--- config.mk ---
export PLATFORM = sky130hd
export DESIGN_NAME = ovr_level_classifier
export DESIGN_NICKNAME = d
export VERILOG_FILES = /design/src/rtl/ovr_pkg.sv /design/src/rtl/ovr_abs.sv /design/src/rtl/ovr_grade.sv /design/src/rtl/ovr_level_classifier.sv
export SDC_FILE = /design/constraint.sdc
export NUM_CORES = 1
export LEC_CHECK = 0
export BUFFER_PORTS_ARGS = -buffer_cell sky130_fd_sc_hd__buf_2
export CORE_UTILIZATION = 45
export CTS_CLUSTER_DIAMETER = 100
export DETAILED_ROUTE_END_ITERATION = 12
export GPL_TIMING_DRIVEN = 0
export PLACE_DENSITY_LB_ADDON = 0.1
export SKIP_LAST_GASP = 1
export SYNTH_ARGS = -nofsm -noshare
export SYNTH_HDL_FRONTEND = slang
export SYNTH_SLANG_ARGS = --single-unit
--- constraint.sdc ---
create_clock -name clk -period 4 [get_ports clk]
set_input_delay 0.8 -clock clk [delete_from_list [all_inputs] [get_ports clk]]
set_output_delay 0.8 -clock clk [all_outputs]
set_load 0.1 [all_outputs]
--- src/rtl/ovr_pkg.sv ---
package ovr_pkg;
  localparam int NUM_CH = 2;
  localparam int CODE_W = 2;

  typedef enum logic [CODE_W-1:0] {
    OVR_BELOW = 2'd0,
    OVR_NEAR  = 2'd1,
    OVR_OVER  = 2'd2,
    OVR_FAR   = 2'd3
  } ovr_code_t;
endpackage

--- src/rtl/ovr_abs.sv ---
module ovr_abs #(
  parameter int W = 18
) (
  input  logic signed [W-1:0] smp,
  output logic        [W-1:0] mag
);
  // W-bit unsigned result holds the negated most negative value exactly
  always_comb begin
    if (smp[W-1]) mag = W'(-smp);
    else          mag = W'(smp);
  end
endmodule

--- src/rtl/ovr_grade.sv ---
module ovr_grade
  import ovr_pkg::*;
#(
  parameter int W     = 18,
  parameter int LO_TH = 29204,
  parameter int FS_TH = 32767,
  parameter int HI_TH = 36765
) (
  input  logic [W-1:0] mag,
  output ovr_code_t    code
);
  localparam logic [W-1:0] LO_V = W'(LO_TH);
  localparam logic [W-1:0] FS_V = W'(FS_TH);
  localparam logic [W-1:0] HI_V = W'(HI_TH);

  // Equality with a threshold selects the higher grade
  always_comb begin
    if      (mag >= HI_V) code = OVR_FAR;
    else if (mag >= FS_V) code = OVR_OVER;
    else if (mag >= LO_V) code = OVR_NEAR;
    else                  code = OVR_BELOW;
  end
endmodule

--- src/rtl/ovr_level_classifier.sv ---
module ovr_level_classifier
  import ovr_pkg::*;
#(
  parameter int SAMPLE_W = 18,
  parameter int LO_TH    = 29204,
  parameter int FS_TH    = 32767,
  parameter int HI_TH    = 36765
) (
  input  logic                clk,
  input  logic                rst,
  input  logic                in_valid,
  output logic                in_ready,
  input  logic [SAMPLE_W-1:0] in_left,
  input  logic [SAMPLE_W-1:0] in_right,
  output logic [CODE_W-1:0]   code_left,
  output logic [CODE_W-1:0]   code_right,
  output logic [7:0]          status_byte
);
  localparam logic [SAMPLE_W-1:0] MOST_NEG = {1'b1, {(SAMPLE_W-1){1'b0}}};

  logic [SAMPLE_W-1:0] smp  [NUM_CH];
  logic [SAMPLE_W-1:0] mag  [NUM_CH];
  ovr_code_t           grade[NUM_CH];
  ovr_code_t           code_q[NUM_CH];
  logic                take;

  assign in_ready = ~rst;
  assign take     = in_valid & in_ready;
  assign smp[0]   = in_left;
  assign smp[1]   = in_right;

  for (genvar ch = 0; ch < NUM_CH; ch++) begin : g_ch
    ovr_abs #(.W(SAMPLE_W)) u_abs (
      .smp(signed'(smp[ch])),
      .mag(mag[ch])
    );

    ovr_grade #(
      .W(SAMPLE_W), .LO_TH(LO_TH), .FS_TH(FS_TH), .HI_TH(HI_TH)
    ) u_grade (
      .mag(mag[ch]),
      .code(grade[ch])
    );

    always_ff @(posedge clk) begin
      if (rst)       code_q[ch] <= OVR_BELOW;
      else if (take) code_q[ch] <= grade[ch];
    end
  end

  assign code_left   = code_q[0];
  assign code_right  = code_q[1];
  assign status_byte = {4'b0000, code_q[1], code_q[0]};

  AST_RESET_CLEAR: assert property (@(posedge clk)
    rst |=> (code_left == 2'd0 && code_right == 2'd0));

  AST_HOLD_IDLE: assert property (@(posedge clk) disable iff (rst)
    !in_valid |=> ($stable(code_left) && $stable(code_right)));

  AST_ZERO_LEFT: assert property (@(posedge clk) disable iff (rst)
    (in_valid && in_left == '0) |=> code_left == 2'd0);

  AST_ZERO_RIGHT: assert property (@(posedge clk) disable iff (rst)
    (in_valid && in_right == '0) |=> code_right == 2'd0);

  AST_MOSTNEG_LEFT: assert property (@(posedge clk) disable iff (rst)
    (in_valid && in_left == MOST_NEG) |=> code_left == 2'd3);

  AST_MOSTNEG_RIGHT: assert property (@(posedge clk) disable iff (rst)
    (in_valid && in_right == MOST_NEG) |=> code_right == 2'd3);
endmodule

==> metrics.md, run 1 <==
| Metric | Value |
|---|---|
| Synth Instances | `220` |
| Unrepaired setup endpoints after global routing | `false` |
| Port bufs | `40` |
| Dominant synthesized flop cell | `edfxtp_1` |
| Starting Density | `0.476` |
| First-pass GRT wire length | `6310 um` |
| Clock sinks | `4` |
| Mapped Avg Cell Area | `7.28 um2` |
| Post-Syn Area | `1600 um2` |
| Hold path startpoint | `rst` |
| Final worst path period need | `3.20 ns` |
| Setup TNS | `0 ns` |
| Initial antenna violation count | `0` |
| Max Clk Rate | `313 MHz` |
| Horiz. Die Dim | `61.7 um` |
| EDFF count, synth | `4` |
| Overflow after GRT | `0` |
| WL final | `3910 um` |
| CTS tree | `built` |
| Hold Crit Depth | `2` |
| Antenna cells | `0` |
| Detailed router's first-iteration violation count | `189` |
| # IOs | `52` |
| Fin crit share | `0.799` |
| Max VDD drop | `81.1 uV` |
| DRT antenna net count | `0` |
| Leakage | `0.747 nW` |
| Area grow syn2layout | `18.2%` |
| YS warnings | `0` |
| Startpoint types | `primary input` |
| Vias in the first global route | `1482` |
| Most frequent cells in the layout | `buf_2 (41), nand2_1 (14), nor2_1 (12), xor2_1 (12)` |
| Clock tree buffer depth | `2` |
| # fillers | `359` |
| Gr busiest metal | `met2` |
| Vias | `1820` |
| Power per cell area | `183 nW/um2` |
| Final hold vios | `0` |
| Largest regs | `code_q: 4 flops` |
| Area after DPL | `1870 um2` |
| Fraction of the yosys area taken by sequential cells | `0.0750` |
| CP Max Fanout | `10` |
| Total power | `0.346 mW` |
| CTS Hold Buffers Added | `0` |
| DRC violations left | `0` |
| Worst Tran Pin Value | `0.741 ns` |
| Worst hold slack | `0.925 ns` |
| Drt wl/cell | `12.5 um` |
| # rows | `21` |
| Final nets | `311` |
| Crit path DAT | `3.18 ns` |
| Final setup violating endpoints | `0` |
| Max cap viols | `0` |
| Die H | `61.7 um` |
| Non-filler cells in the finished layout | `312` |
| Met1 global-route usage | `0.299` |
| Req. time, crit path | `3.98 ns` |
| Area of the die | `3800 um2` |
| Most flop-heavy register | `code_q` |
| Placeable core area | `3360 um2` |
| Worst hold path type | `primary input to flip-flop` |
| Fraction of registers with async set/reset | `0` |
| Largest net degree at the start of global routing | `11` |
| Max reg flops | `4` |
| Vias/cell | `5.83` |
| GPL Wtd Cong | `0.824` |
| M2 GR Usage | `0.353` |
| Outcome | `finished clean` |
| Postcts setup bufs | `0` |
| # resized after CTS | `0` |
| Layout cell share with drive strength beyond 1 | `0.256` |
| H-tree levels | `1` |
| CTS root buf | `clkbuf_4` |
| Final instance area | `1890 um2` |
| Top-area cell type share of the netlist area | `0.0750` |
| Placed instance count | `309` |
| Critical Path End Type | `flip-flop` |
| Worst slew margin | `0.493` |
| Synth top area cells | `edfxtp_1 (7.5%), xor2_1 (6.6%), o41ai_1 (4.9%), buf_4 (4.2%), o31ai_1 (3.8%)` |
| Detailed Place HPWL | `3070 um` |
| GR Util met3 | `0.0378` |
| Area of the multi-input gates | `1280 um2` |
| Num CTS Buffers | `3` |
| Hold Path Sink | `code_q[1][1]$_SDFFCE_PN0P_` |
| Slew Limit Fails | `0` |
| Register area | `120 um2` |
| Kind of critical path | `primary input to flip-flop` |
| Gr usage total | `0.216` |
| Most common cell after layout, fill and taps aside | `buf_2` |
| Post-synthesis cell type count | `59` |
| Synthesized flop and latch total | `4` |
| DR pass1 iterations | `4` |
| Cell taking the most area after synthesis | `edfxtp_1` |
| Worst-path clk slew | `0.04 ns` |
-- how the worst max path moves through the flow --
stage                           start                         end
after floorplan           in_right[4]  code_q[1][0]$_SDFFCE_PN0P_
after CTS                  in_left[0]  code_q[0][0]$_SDFFCE_PN0P_
final                      in_left[0]  code_q[0][0]$_SDFFCE_PN0P_
after detailed placement   in_left[0]  code_q[0][0]$_SDFFCE_PN0P_
after global routing       in_left[1]  code_q[0][0]$_SDFFCE_PN0P_
after global placement     in_left[1]  code_q[0][0]$_SDFFCE_PN0P_
-- metal layers --
layer	share of wire	up-vias	wire (um)
li1	-	939	-
met1	0.48	827	1860
met2	0.47	52	1830
met3	0.050	2	194
met4	0.0049	0	19
met5	0	-	0
-- logic make-up after synthesis --
family	synth area share
and+or+nand+nor	0.305
AOI/OAI and AO/OA	0.324
buffers and inverters	0.130
xor gates and xnor gates	0.0930
muxes	0.0383
adders and majority gates	0.0313
DFF	0.0750
other	0.00234
-- worst max-delay path, stage by stage --
cell	delay, ns
buf_2	0.13
inv_1	0.09
ha_1	0.24
nand2b_1	0.10
clkbuf_1	0.22
o41ai_1	0.32
nand4_1	0.12
a2111oi_0	0.72
a21boi_0	0.18
o211ai_1	0.15
a31oi_1	0.10
-- through the flow --
stage               utilization  setup slack, ns
floorplan                     -            0.845
global placement          0.556            0.586
detailed placement        0.556            0.618
CTS                       0.563            0.857
global route              0.563            0.700
finish                    0.563            0.802
-- cell type report --
type | instances | area share
Multi-Input combinational cell | 184 | 0.678
Timing Repair Buffer | 40 | 0.106
Buffer | 26 | 0.0925
Sequential cell | 4 | 0.0634
Tap cell | 46 | 0.0304
Inverter | 9 | 0.0178
Clock buffer | 3 | 0.0119
-- report_power, final --
part | switching, mW | leakage (nW) | internal (mW)
clock | 0.0180 | 0.0138 | 0.0336
sequential | 0.00175 | 0.0427 | 0.0512
combinational | 0.166 | 0.691 | 0.0750
-- cells in the mapped netlist, types with 7 or more instances --
master and n:
nand2_1 14, nor2_1 12, xor2_1 12, clkbuf_1 10, nor3_1 10, buf_4 9
o41ai_1 9, a21oi_1 8, inv_1 8, o31ai_1 8, or3_1 8, o21ai_0 7
(Power assumes the default switching activity.)
==> inputs of run 2 (changes only) <==
ABC_AREA = 1   (was default)
clock period = 3.3 ns   (was 4 ns; I/O delays follow)
==> run 2 against run 1 <==
Effect of this change: final cell count up 50%; wire length up 11%; total power up 39%; hold slack worse by 0.081 ns; sequential share of layout area down 0.67 points; non-clock buffer count down 7; via count up 25%; utilization up 0.68 points; die area up 10%; combinational power up 32%; critical endpoint is now code_q[1][0]$_SDFFCE_PN0P_; largest power group unchanged.
==> metrics.md, run 2 <==
| Metric | Value |
|---|---|
| Starting Density | `0.476 (about the same)` |
| Area grow syn2layout | `19.7%` |
| CTS root buf | `clkbuf_8` |
| Startpoint types | `primary input` |
| DRT antenna net count | `0 (unchanged)` |
| Placed instance count | `464 (+50%)` |
| Num CTS Buffers | `3 (unchanged)` |
| YS warnings | `0 (unchanged)` |
| # rows | `22 (+4.8%)` |
| Critical path's slowest cell | `ha_1` |
| Setup TNS | `0 ns (unchanged)` |
| Max incr delay on CP | `0.22 ns (-0.50 ns)` |
| Layout cell share with drive strength beyond 1 | `0.193 (-0.0623)` |
| Worst setup margin | `0.831 ns (+0.0285 ns)` |
| # resized after CTS | `0 (unchanged)` |
| DR pass1 iterations | `4 (unchanged)` |
| Final worst path period need | `2.47 ns` |
| WL final | `4350 um (+11%)` |
| Most frequent cells in the layout | `nand2_1 (137), nor2_1 (53), buf_2 (50), inv_1 (47), nand3_1 (47)` |
| Final nets | `464 (+49%)` |
| Post-synthesis cell type count | `26 (-56%)` |
| Mapped Avg Cell Area | `4.83 um2 (-34%)` |
| Detailed router's first-iteration violation count | `103 (-46%)` |
| Synth top area cells | `nand2_1 (29%), nand3_1 (13%), nor2_1 (11%), inv_1 (10%), edfxtp_1 (6.8%)` |
| Non-filler cells in the finished layout | `467 (+50%)` |
| Max reg flops | `4 (unchanged)` |
| Most common cell after layout, fill and taps aside | `nand2_1` |
| Fin crit share | `0.748` |
| Drt wl/cell | `9.32 um (-26%)` |
| Worst-path clk slew | `0.03 ns (about the same)` |
| Gr usage total | `0.221 (+0.00577)` |
| Worst hold path type | `primary input to flip-flop` |
| Worst hold slack | `0.844 ns (-0.0813 ns)` |
| Kind of critical path | `primary input to flip-flop` |
| Most numerous cell in the Yosys netlist | `nand2_1` |
| Top-area cell type share of the netlist area | `0.291 (+0.216)` |
| Fraction of the yosys area taken by sequential cells | `0.0679 (-0.00711)` |
| Max cap viols | `0 (unchanged)` |
| Most flop-heavy register | `code_q` |
| CTS Hold Buffers Added | `0 (unchanged)` |
| Antenna cells | `0 (unchanged)` |
| Dominant synthesized flop cell | `edfxtp_1` |
| Detailed Place HPWL | `3760 um (+22%)` |
| # IOs | `52 (unchanged)` |
| Fraction of registers with async set/reset | `0 (unchanged)` |
| DRC violations left | `0 (unchanged)` |
| CTS tree | `built` |
| Synth Instances | `366 (+66%)` |
| Largest regs | `code_q: 4 flops` |
| First-pass GRT wire length | `7660 um (+21%)` |
| Critical Path End Type | `flip-flop` |
| Clock sinks | `4 (unchanged)` |
| Pre-CTS WS | `0.658 ns (+0.0401 ns)` |
| Synth top cells by count | `nand2_1 (137), nor2_1 (53), inv_1 (47), nand3_1 (47), nand3b_1 (10)` |
| Placeable core area | `3720 um2 (+10%)` |
| Leakage | `1.22 nW (+64%)` |
| EDFF count, synth | `4 (unchanged)` |
| Vias/cell | `4.86 (-17%)` |
| Final hold vios | `0 (unchanged)` |
| Synthesized flop and latch total | `4 (unchanged)` |
| Max VDD drop | `108 uV (+33%)` |
| Power per cell area | `228 nW/um2 (+25%)` |
| Die H | `64.7 um (+4.9%)` |
| Outcome | `finished clean` |
| Vias in the first global route | `1920 (+30%)` |
| Req. time, crit path | `3.27 ns (-0.71 ns)` |
| Post-Syn Area | `1770 um2 (+10%)` |
| GPL Wtd Cong | `0.861 (+4.4%)` |
| Unrepaired setup endpoints after global routing | `false` |
| Max Clk Rate | `405 MHz` |
| Clock tree buffer depth | `2 (unchanged)` |
| Initial antenna violation count | `0 (unchanged)` |
| CP Max Fanout | `5 (-5)` |
| Slew Limit Fails | `0 (unchanged)` |
| Largest net degree at the start of global routing | `11 (unchanged)` |
| Crit path top cell by count | `nand2_1` |
| Crit path DAT | `2.44 ns (-0.74 ns)` |
| Vias | `2268 (+25%)` |
| Worst path cell trace | `buf_2, inv_1, ha_1, inv_2, nor2_1, nand2_1, nor2_2, o21ai_0, nand2_1, nand2_1, nor2_2, nand3_1, nand3_1, nand3_1, nand2_1, inv_1` |
| Final setup violating endpoints | `0 (unchanged)` |
| Postcts setup bufs | `0 (unchanged)` |
| Cell taking the most area after synthesis | `nand2_1` |
| H-tree levels | `1 (unchanged)` |
| Overflow after GRT | `0 (unchanged)` |
| Port bufs | `47 (+18%)` |
| Area of the die | `4190 um2 (+10%)` |
| Horiz. Die Dim | `64.7 um (+4.9%)` |
[run 2: cell types whose count changed in the layout (fill, tap and decap cells not counted), sizes merged, moves of 6 or more]
| cell | change |
|---|---|
| nand2 | +130 |
| nor2 | +50 |
| nand3 | +43 |
| inv | +41 |
| clkbuf | -12 |
| o41ai | -10 |
| or3 | -10 |
| xor2 | -10 |
| nand3b | +8 |
| a31oi | -6 |
| nor2b | -6 |
| o31ai | -6 |
[run 2: power breakdown]
part | internal, mW | switching (mW)
clock | 0.0775 | 0.0223
combinational | 0.0880 | 0.230
sequential | 0.0621 | 0.00195
[run 2: worst max-delay path, delay by kind of cell]
| family | cells | cell delay, ns |
|---|---|---|
| and+or+nand+nor | 10 | 1.12 |
| buffers and inverters | 4 | 0.33 |
| adders and majority gates | 1 | 0.22 |
| AOI/OAI and AO/OA | 1 | 0.09 |
[run 2: cells by family (layout without fill, tap and decap cells)]
logic type	Yosys count	after routing	share of synthesized area
adders and majority gates	4	4	0.0283
xor gates and xnor gates	3	3	0.0149
AOI/OAI and AO/OA	18	18	0.0573
DFF	4	4	0.0679
buffers and inverters	61	111	0.153
other	1	4	0.00212
and+or+nand+nor	275	275	0.677
[run 2: layout make-up]
class                           instances  area (um2)
Buffer                                 12        86.3
Tap cell                               48        60.1
Inverter                               49         184
Timing Repair Buffer                   47         235
Fill cell                             410        1600
Clock buffer                            3        41.3
Multi-Input combinational cell        304        1390
Sequential cell                         4         120
[run 2: metrics by stage]
step	util	instance area [um2]	total power, mW
after floorplan	-	1780	0.312
after global placement	0.559	2080	0.380
after global routing	0.570	2120	0.520
after detailed placement	0.559	2080	0.382
final	0.570	2120	0.482
after CTS	0.570	2120	0.484
[run 2: routing by layer]
metal  track usage  share of wire  wire length, um
met5             0              0                0
met4        0.0250              0                0
met3        0.0106          0.033              143
met2         0.444           0.51             2240
met1         0.259           0.45             1970
[run 2: final timing paths]
path | start | to | slack [ns] | cells after the start
max | in_right[0] | code_q[1][0]$_SDFFCE_PN0P_ | 0.83 | 16
min | rst | code_q[1][0]$_SDFFCE_PN0P_ | 0.84 | 4
